### config.mk
export PLATFORM = sky130hd
export DESIGN_NAME = rate_toggle_gen
export DESIGN_NICKNAME = d
export VERILOG_FILES = /design/src/rtl/rg_pkg.sv /design/src/rtl/rg_count_latch.sv /design/src/rtl/rg_down_counter.sv /design/src/rtl/rg_toggle_flag.sv /design/src/rtl/rate_toggle_gen.sv
export SDC_FILE = /design/constraint.sdc
export NUM_CORES = 1
export LEC_CHECK = 0
export BUFFER_PORTS_ARGS = -buffer_cell sky130_fd_sc_hd__buf_2
export CAP_MARGIN = 25
export CORE_MARGIN = 2
export CORE_UTILIZATION = 50
export DETAILED_ROUTE_END_ITERATION = 12
export PLACE_DENSITY_LB_ADDON = 0.08
export SKIP_LAST_GASP = 1
export SLEW_MARGIN = 20
export SYNTH_ARGS = -nofsm -noshare
export SYNTH_HDL_FRONTEND = slang
export SYNTH_SLANG_ARGS = --single-unit
### constraint.sdc
create_clock -name clk -period 5 [get_ports clk]
set_clock_uncertainty 0.05 [all_clocks]
set_input_delay 0.25 -clock clk [delete_from_list [all_inputs] [get_ports clk]]
set_output_delay 0.25 -clock clk [all_outputs]
set_load 0.01 [all_outputs]
### src/rtl/rg_pkg.sv
package rg_pkg;
   localparam int unsigned RG_MIN_W = 2;
   localparam int unsigned RG_MAX_W = 32;

   typedef enum logic {
      RG_IDLE = 1'b0,
      RG_RUN  = 1'b1
   } rg_state_e;
endpackage

### src/rtl/rg_count_latch.sv
module rg_count_latch #(
   parameter int unsigned CNT_W = 16
) (
   input  logic             clk,
   input  logic             rst_n,
   input  logic             tick_en,
   input  logic             wr_en,
   input  logic [CNT_W-1:0] wr_count,
   output logic [CNT_W-1:0] init_q,
   output logic             load_pend,
   output logic             load_now
);
   localparam logic [CNT_W-1:0] BAD_COUNT = CNT_W'(1);

   logic accept;

   assign accept   = wr_en && (wr_count != BAD_COUNT);
   assign load_now = tick_en && load_pend && !wr_en;

   always_ff @(posedge clk or negedge rst_n) begin
      if (!rst_n) begin
         init_q    <= '0;
         load_pend <= 1'b0;
      end else if (accept) begin
         init_q    <= wr_count;
         load_pend <= 1'b1;
      end else if (load_now) begin
         load_pend <= 1'b0;
      end
   end
endmodule

### src/rtl/rg_down_counter.sv
module rg_down_counter
   import rg_pkg::*;
#(
   parameter int unsigned CNT_W = 16
) (
   input  logic             clk,
   input  logic             rst_n,
   input  logic             tick_en,
   input  logic             load_now,
   input  logic [CNT_W-1:0] init_q,
   output logic [CNT_W-1:0] cnt_q,
   output logic             running,
   output logic             at_term
);
   localparam logic [CNT_W-1:0] TERM_VAL = CNT_W'(1);

   rg_state_e state_q;

   assign running = (state_q == RG_RUN);
   assign at_term = running && (cnt_q == TERM_VAL);

   always_ff @(posedge clk or negedge rst_n) begin
      if (!rst_n) begin
         state_q <= RG_IDLE;
         cnt_q   <= '0;
      end else if (tick_en) begin
         if (load_now) begin
            state_q <= RG_RUN;
            cnt_q   <= init_q;
         end else if (at_term) begin
            cnt_q   <= init_q;
         end else if (running) begin
            cnt_q   <= cnt_q - TERM_VAL;
         end
      end
   end
endmodule

### src/rtl/rg_toggle_flag.sv
module rg_toggle_flag (
   input  logic clk,
   input  logic rst_n,
   input  logic tick_en,
   input  logic at_term,
   output logic flag_q
);
   always_ff @(posedge clk or negedge rst_n) begin
      if (!rst_n)
         flag_q <= 1'b0;
      else if (tick_en && at_term)
         flag_q <= ~flag_q;
   end
endmodule

### src/rtl/rate_toggle_gen.sv
module rate_toggle_gen
   import rg_pkg::*;
#(
   parameter int unsigned CNT_W = 16
) (
   input  logic             clk,
   input  logic             rst_n,
   input  logic             tick_en,
   input  logic             wr_en,
   input  logic [CNT_W-1:0] wr_count,
   output logic             rate_pulse,
   output logic             toggle_flag
);
   generate
      if (CNT_W < RG_MIN_W || CNT_W > RG_MAX_W) begin : g_bad_width
         initial $fatal(1, "rate_toggle_gen: CNT_W %0d out of range", CNT_W);
      end
   endgenerate

   logic [CNT_W-1:0] init_q;
   logic [CNT_W-1:0] cnt_q;
   logic             load_pend;
   logic             load_now;
   logic             running;
   logic             at_term;

   rg_count_latch #(.CNT_W(CNT_W)) u_latch (
      .clk       (clk),
      .rst_n     (rst_n),
      .tick_en   (tick_en),
      .wr_en     (wr_en),
      .wr_count  (wr_count),
      .init_q    (init_q),
      .load_pend (load_pend),
      .load_now  (load_now)
   );

   rg_down_counter #(.CNT_W(CNT_W)) u_count (
      .clk      (clk),
      .rst_n    (rst_n),
      .tick_en  (tick_en),
      .load_now (load_now),
      .init_q   (init_q),
      .cnt_q    (cnt_q),
      .running  (running),
      .at_term  (at_term)
   );

   rg_toggle_flag u_flag (
      .clk     (clk),
      .rst_n   (rst_n),
      .tick_en (tick_en),
      .at_term (at_term),
      .flag_q  (toggle_flag)
   );

   assign rate_pulse = at_term;
endmodule

* Word level (Yosys, flattened, before mapping)
Cells that the tools add are included.
Widths: inputs -> output; s select.
** Storage, ports and cells
- Logic and storage cells :: 24
- Output and inout port bits :: 2
- Bits in registers :: 35
- Input bits :: 20
** Operators by class
- Reduce and logical (&&, ||, !) cells :: 10
- Muxes and demuxes :: 5
- Add/sub/neg operators :: 1
- Eq/ne operators :: 2
- Bitwise logic cells :: 1
** Operators by type and width (number)
- $mux 16 :: 3
- $eq 16x1->1 const B :: 1
- $ne 16x1->1 const B :: 1
- $sub 16x1->16 const B :: 1
- $logic_and 1x1->1 :: 5
- $reduce_and 2->1 :: 2
- $reduce_bool 3->1 :: 1
- $mux 1 :: 2
- $reduce_bool 2->1 :: 1
- $logic_not 1->1 :: 1
- $not 1->1 :: 1

* Logic depth before layout (Yosys ltp)
- Word-level depth :: 4
- Mapped depth :: 8
- Depth with buffers taken out :: 7

* Hierarchy
A second synthesis with hierarchy kept.
** Second synthesis, totals
- Cells, all modules :: 176
- Area, all modules :: 1908.1 um2
** Modules (own cells, without submodules)
- rg_down_counter :: area an instance 1143.6 um2, seq. area each 425.4 um2, times used 1, cells an instance 129
- rg_count_latch :: area an instance 726.9 um2, seq. area each 425.4 um2, times used 1, cells an instance 44
- rg_toggle_flag :: area an instance 37.5 um2, seq. area each 25.0 um2, times used 1, cells an instance 3

* Worst setup path after synthesis
Ideal clock, no wire load.
- Path kind :: register to register
- From :: register u_count.cnt_q[0]
- To :: register u_count.cnt_q[12]
- Setup time :: 0.126 ns
- Period minus slack after synthesis :: 1.956 ns
- Data arrival time :: 1.780 ns
- Cell stages (with the launch flop) :: 8
- Slack :: 3.044 ns
- Data required time :: 4.824 ns
- Buffers on the path :: 0
- Path through :: dfrtp_1 -> inv_1 -> ha_1 -> or3b_4 -> nor4_2 -> nand2_1 -> o311a_1 -> a311o_1
** On the way
- Longest elaborated chain between the ends :: 4
- Elaborated cells on any way between the ends :: 8
- Classes of those cells :: 1 x add/sub; 1 x eq/ne; 3 x mux; 3 x reduce/logical
** Ends and longest elaborated chain
- start, declared :: RTL line rg_down_counter.sv:11 : output logic [CNT_W-1:0] cnt_q,
- start signal, assigned :: RTL line rg_down_counter.sv:29 : cnt_q <= init_q;
- start signal, assigned :: RTL line rg_down_counter.sv:31 : cnt_q <= init_q;
- start signal, assigned :: RTL line rg_down_counter.sv:33 : cnt_q <= cnt_q - TERM_VAL;
- $sub 16x1->16 or $eq 16x1->1 (tied branches) :: RTL line rg_down_counter.sv:33, rg_down_counter.sv:20
- $mux 16 or $logic_and 1x1->1 (tied branches) :: RTL line rg_down_counter.sv:32, rg_down_counter.sv:20
- $mux 16 or $reduce_bool 3->1 (tied branches)
- $mux 16 or $reduce_and 2->1 (tied branches)
Several ways; a longest one is shown, not always the timed one. The select of a mux whose other input is x is not followed.
A chain may end at the register's enable or synchronous reset.

* Final worst setup path
- From :: register u_latch.load_pend
- To :: register u_count.cnt_q[12]
** On the way
- Longest elaborated chain between the ends :: 4
- Elaborated cells on any way between the ends :: 5
- Classes of those cells :: 1 x mux; 4 x reduce/logical
** Ends and longest elaborated chain
- start, declared :: RTL line rg_count_latch.sv:10 : output logic load_pend,
- start signal, assigned :: RTL line rg_count_latch.sv:23 : load_pend <= 1'b0;
- start signal, assigned :: RTL line rg_count_latch.sv:26 : load_pend <= 1'b1;
- start signal, assigned :: RTL line rg_count_latch.sv:28 : load_pend <= 1'b0;
- $logic_and 1x1->1 * (2 in a row) :: RTL line rg_count_latch.sv:18 : assign load_now = tick_en && load_pend && !wr_en;
- $reduce_bool 3->1 (no source line)
- $reduce_and 2->1 (no source line)
Every way passes the cells marked *; elsewhere a longest branch is shown, timed or not.

==> metrics.csv <==
metric;value;unit
fill_cells;323;
critPathRequiredTime;5.11;ns
cts_resized;0;
synth_nets;199;
grtUsageTotal;21.3;%
gr-total-overflow;0;
postCtsHoldBufs;0;
cts.path.max_buffers;2;
ir_drop;0.152;mV
rows;22;
wl_per_cell;16.6;µm
setup_tns;0;ns
worst_setup_path_start_kind;flop;
rsz0062_at_grt;no;
clockRootBuffer;clkbuf_8;
worst-r2r-setup-slack;2.79;ns
cp_top_family;compound AO/OA/AOI/OAI gates;
violations;negative hold slack;
post_cts_buffers;0;
drt-met1-wl;1980;µm
die_h;65.5;µm
placed_area;2020;µm²
ff2ff_path_depth;5;
critPathMaxFanout;22;
clock.fmax;0.453;GHz
setup_viol;0;
layout-drive-gt1-share;28.0;%
die_x;65.5;µm
wl_met2;1880;µm
crit_buf_inv;0;
fin_ws;2.79;ns
fin_crit;2.21;ns
clk_pin_slew;0.07;ns
fin_cells;248;
holdWs;-0.0174;ns
worstMarginPinSlew;0.902;ns
p_leak;0.000872;µW
max_slew_margin;39.9;%
coreArea;3660;µm²
htreeDepth;2;
cts_inserted_buffers;5;
avgSynthCellArea;10.7;µm²
power.density;376;nW/µm²
antenna_left;0;
maxSlewViolCount;0;
min_period_over_period;44.2;%
finalNetCount;221;
synth_ff_type;dfrtp_1;
hold_class;in2async;
routed.top_layer;met4;
setup.worst_path.end_class;flop;
yosys_warnings;0;
synth_area_leaders;dfrtp_1 46%, mux2_2 9.5%, nand2_1 2.8%, nor4_4 2.3%, nand3_1 2.1%;
synth_seq_area_share;46.3;%
yosysUniqueCellTypes;49;
async_flop_share;100;%
timing.rr.start;u_latch.load_pend;
first_iter_violations;188;
place_hpwl;3010;µm
slowest_delay;0.63;ns
grt_pass1_wl;6980;µm
clkSinkCount;35;
synth_edf_count;0;
crit_chain;nor2b_1 > o21a_1 > nand2_1 > o311a_1 > a311o_1;
drc;0;
dr_total_vias;1512;
final_area;2110;µm²
grt_pass1_vias;1455;
die-area;4290;µm²
wl_met3;228;µm
synth_top_cell_by_area;dfrtp_1;
start_util;51.6;%
worstPathArrival;2.32;ns
dp_cells;240;
cts_tree;built;
synth_seq_cells;35;
grt_max_degree;36;
synth_top_area_share;46.3;%
maxCapViolations;0;
io_buffers;21;
path_class;reg2reg;
routed_wl;4110;µm
firstDrtPassIters;4;
syn-cell-area;1890;µm²
syn_inst;177;
area_growth;11.4;%
antenna_cells;0;
cpMaxStageDelayCell;o21a_1;
report.final.hold_viol_count;16;
place_ws;2.79;ns
worstSkewPairLatency;0.28;ns
avgViaCountPerCell;6.10;
routabilityCongestion;0.928;
rr_endpoint;u_count.cnt_q[12];
ios;22;
status;finished with violations;
antenna_found_initial;0;
report_power, final:
part | switching [µW] | total, µW | internal [µW]
logic | 86.6 | 172 | 84.9
clock network | 103 | 200 | 97.4
registers | 80.5 | 420 | 339
total | 270 | 791 | 522
routing by layer:
| layer | GRT usage, % | up-vias |
|---|---|---|
| met5 | 0 | - |
| met4 | 4.43 | 0 |
| met3 | 4.45 | 4 |
| met2 | 31.9 | 51 |
| met1 | 32.1 | 742 |
| li1 | - | 715 |
cells by family (layout without fill, tap and decap cells):
logic type,Yosys count,in the layout,synth area share [%]
multiplexers,16,16,9.53
AO/OA/AOI/OAI,45,45,17.1
XOR/XNOR,1,1,0.463
AND/OR/NAND/NOR,63,63,21.4
flip-flops,35,35,46.3
buffers and inverters,15,38,3.84
adder cells (fa/ha/maj),2,2,1.32
layout by cell type, fill, tap and decap left out, drive strengths merged, types with 7 or more instances in the layout:
| cell type | synthesis | routed |
|---|---|---|
| dfrtp | 35 | 35 |
| buf | 3 | 22 |
| mux2 | 16 | 16 |
| nand2 | 15 | 15 |
| nor2 | 9 | 9 |
| o21ai | 9 | 9 |
| inv | 8 | 8 |
| nand3 | 8 | 8 |
| a21oi | 8 | 8 |
| nor4 | 7 | 7 |
state kept, by name, indices dropped and copies added, names as in the netlist:
register,cells
u_flag.flag_q,1
u_latch.load_pend,1
u_count.running,1
u_latch.init_q,16
u_count.cnt_q,16
cells in the mapped netlist, types with 2 or more instances:
master,instances
dfrtp_1,35
mux2_2,16
nand2_1,14
nor2_1,9
inv_1,8
nand3_1,8
a21oi_1,6
o21ai_0,6
nor3_1,5
clkbuf_1,4
a22oi_1,3
a31oi_1,3
and3_1,3
nor4_1,3
o21a_1,3
o21ai_1,3
o22a_1,3
o22ai_1,3
a211o_1,2
a21oi_2,2
a2bb2oi_1,2
buf_6,2
ha_1,2
nand4_1,2
nor2b_1,2
nor4_2,2
nor4_4,2
o311ai_0,2
or4_1,2
layout make-up:
type | instances | area [µm²] | area share [%]
clock buffers | 6 | 72.6 | 3.45
clock inverters | 2 | 12.5 | 0.594
repair buffers | 22 | 113 | 5.35
multi-input cells | 127 | 942 | 44.7
flip-flops and latches | 35 | 876 | 41.6
well taps | 48 | 60.1 | 2.85
inverters | 8 | 30.0 | 1.43
stage by stage:
stage / util, % / power, µW
2_1_floorplan: - / 536
3_3_place_gp: 55.2 / 586
3_5_place_dp: 55.2 / 594
4_1_cts: 57.5 / 792
5_1_grt: 57.5 / 835
6_report: 57.5 / 791
how the worst max path moves through the flow:
stage | slack, ns | start | to | cells after the start
final | 2.79 | u_latch.load_pend | u_count.cnt_q[12] | 5
after global routing | 2.67 | u_latch.load_pend | u_count.cnt_q[12] | 5
after CTS | 2.80 | u_latch.load_pend | u_count.cnt_q[12] | 5
after detailed placement | 2.79 | wr_en | u_count.cnt_q[12] | 6
after global placement | 2.85 | wr_en | u_count.cnt_q[12] | 6
after floorplan | 3.04 | u_count.cnt_q[0] | u_count.cnt_q[12] | 7
(Power assumes the default switching activity.)
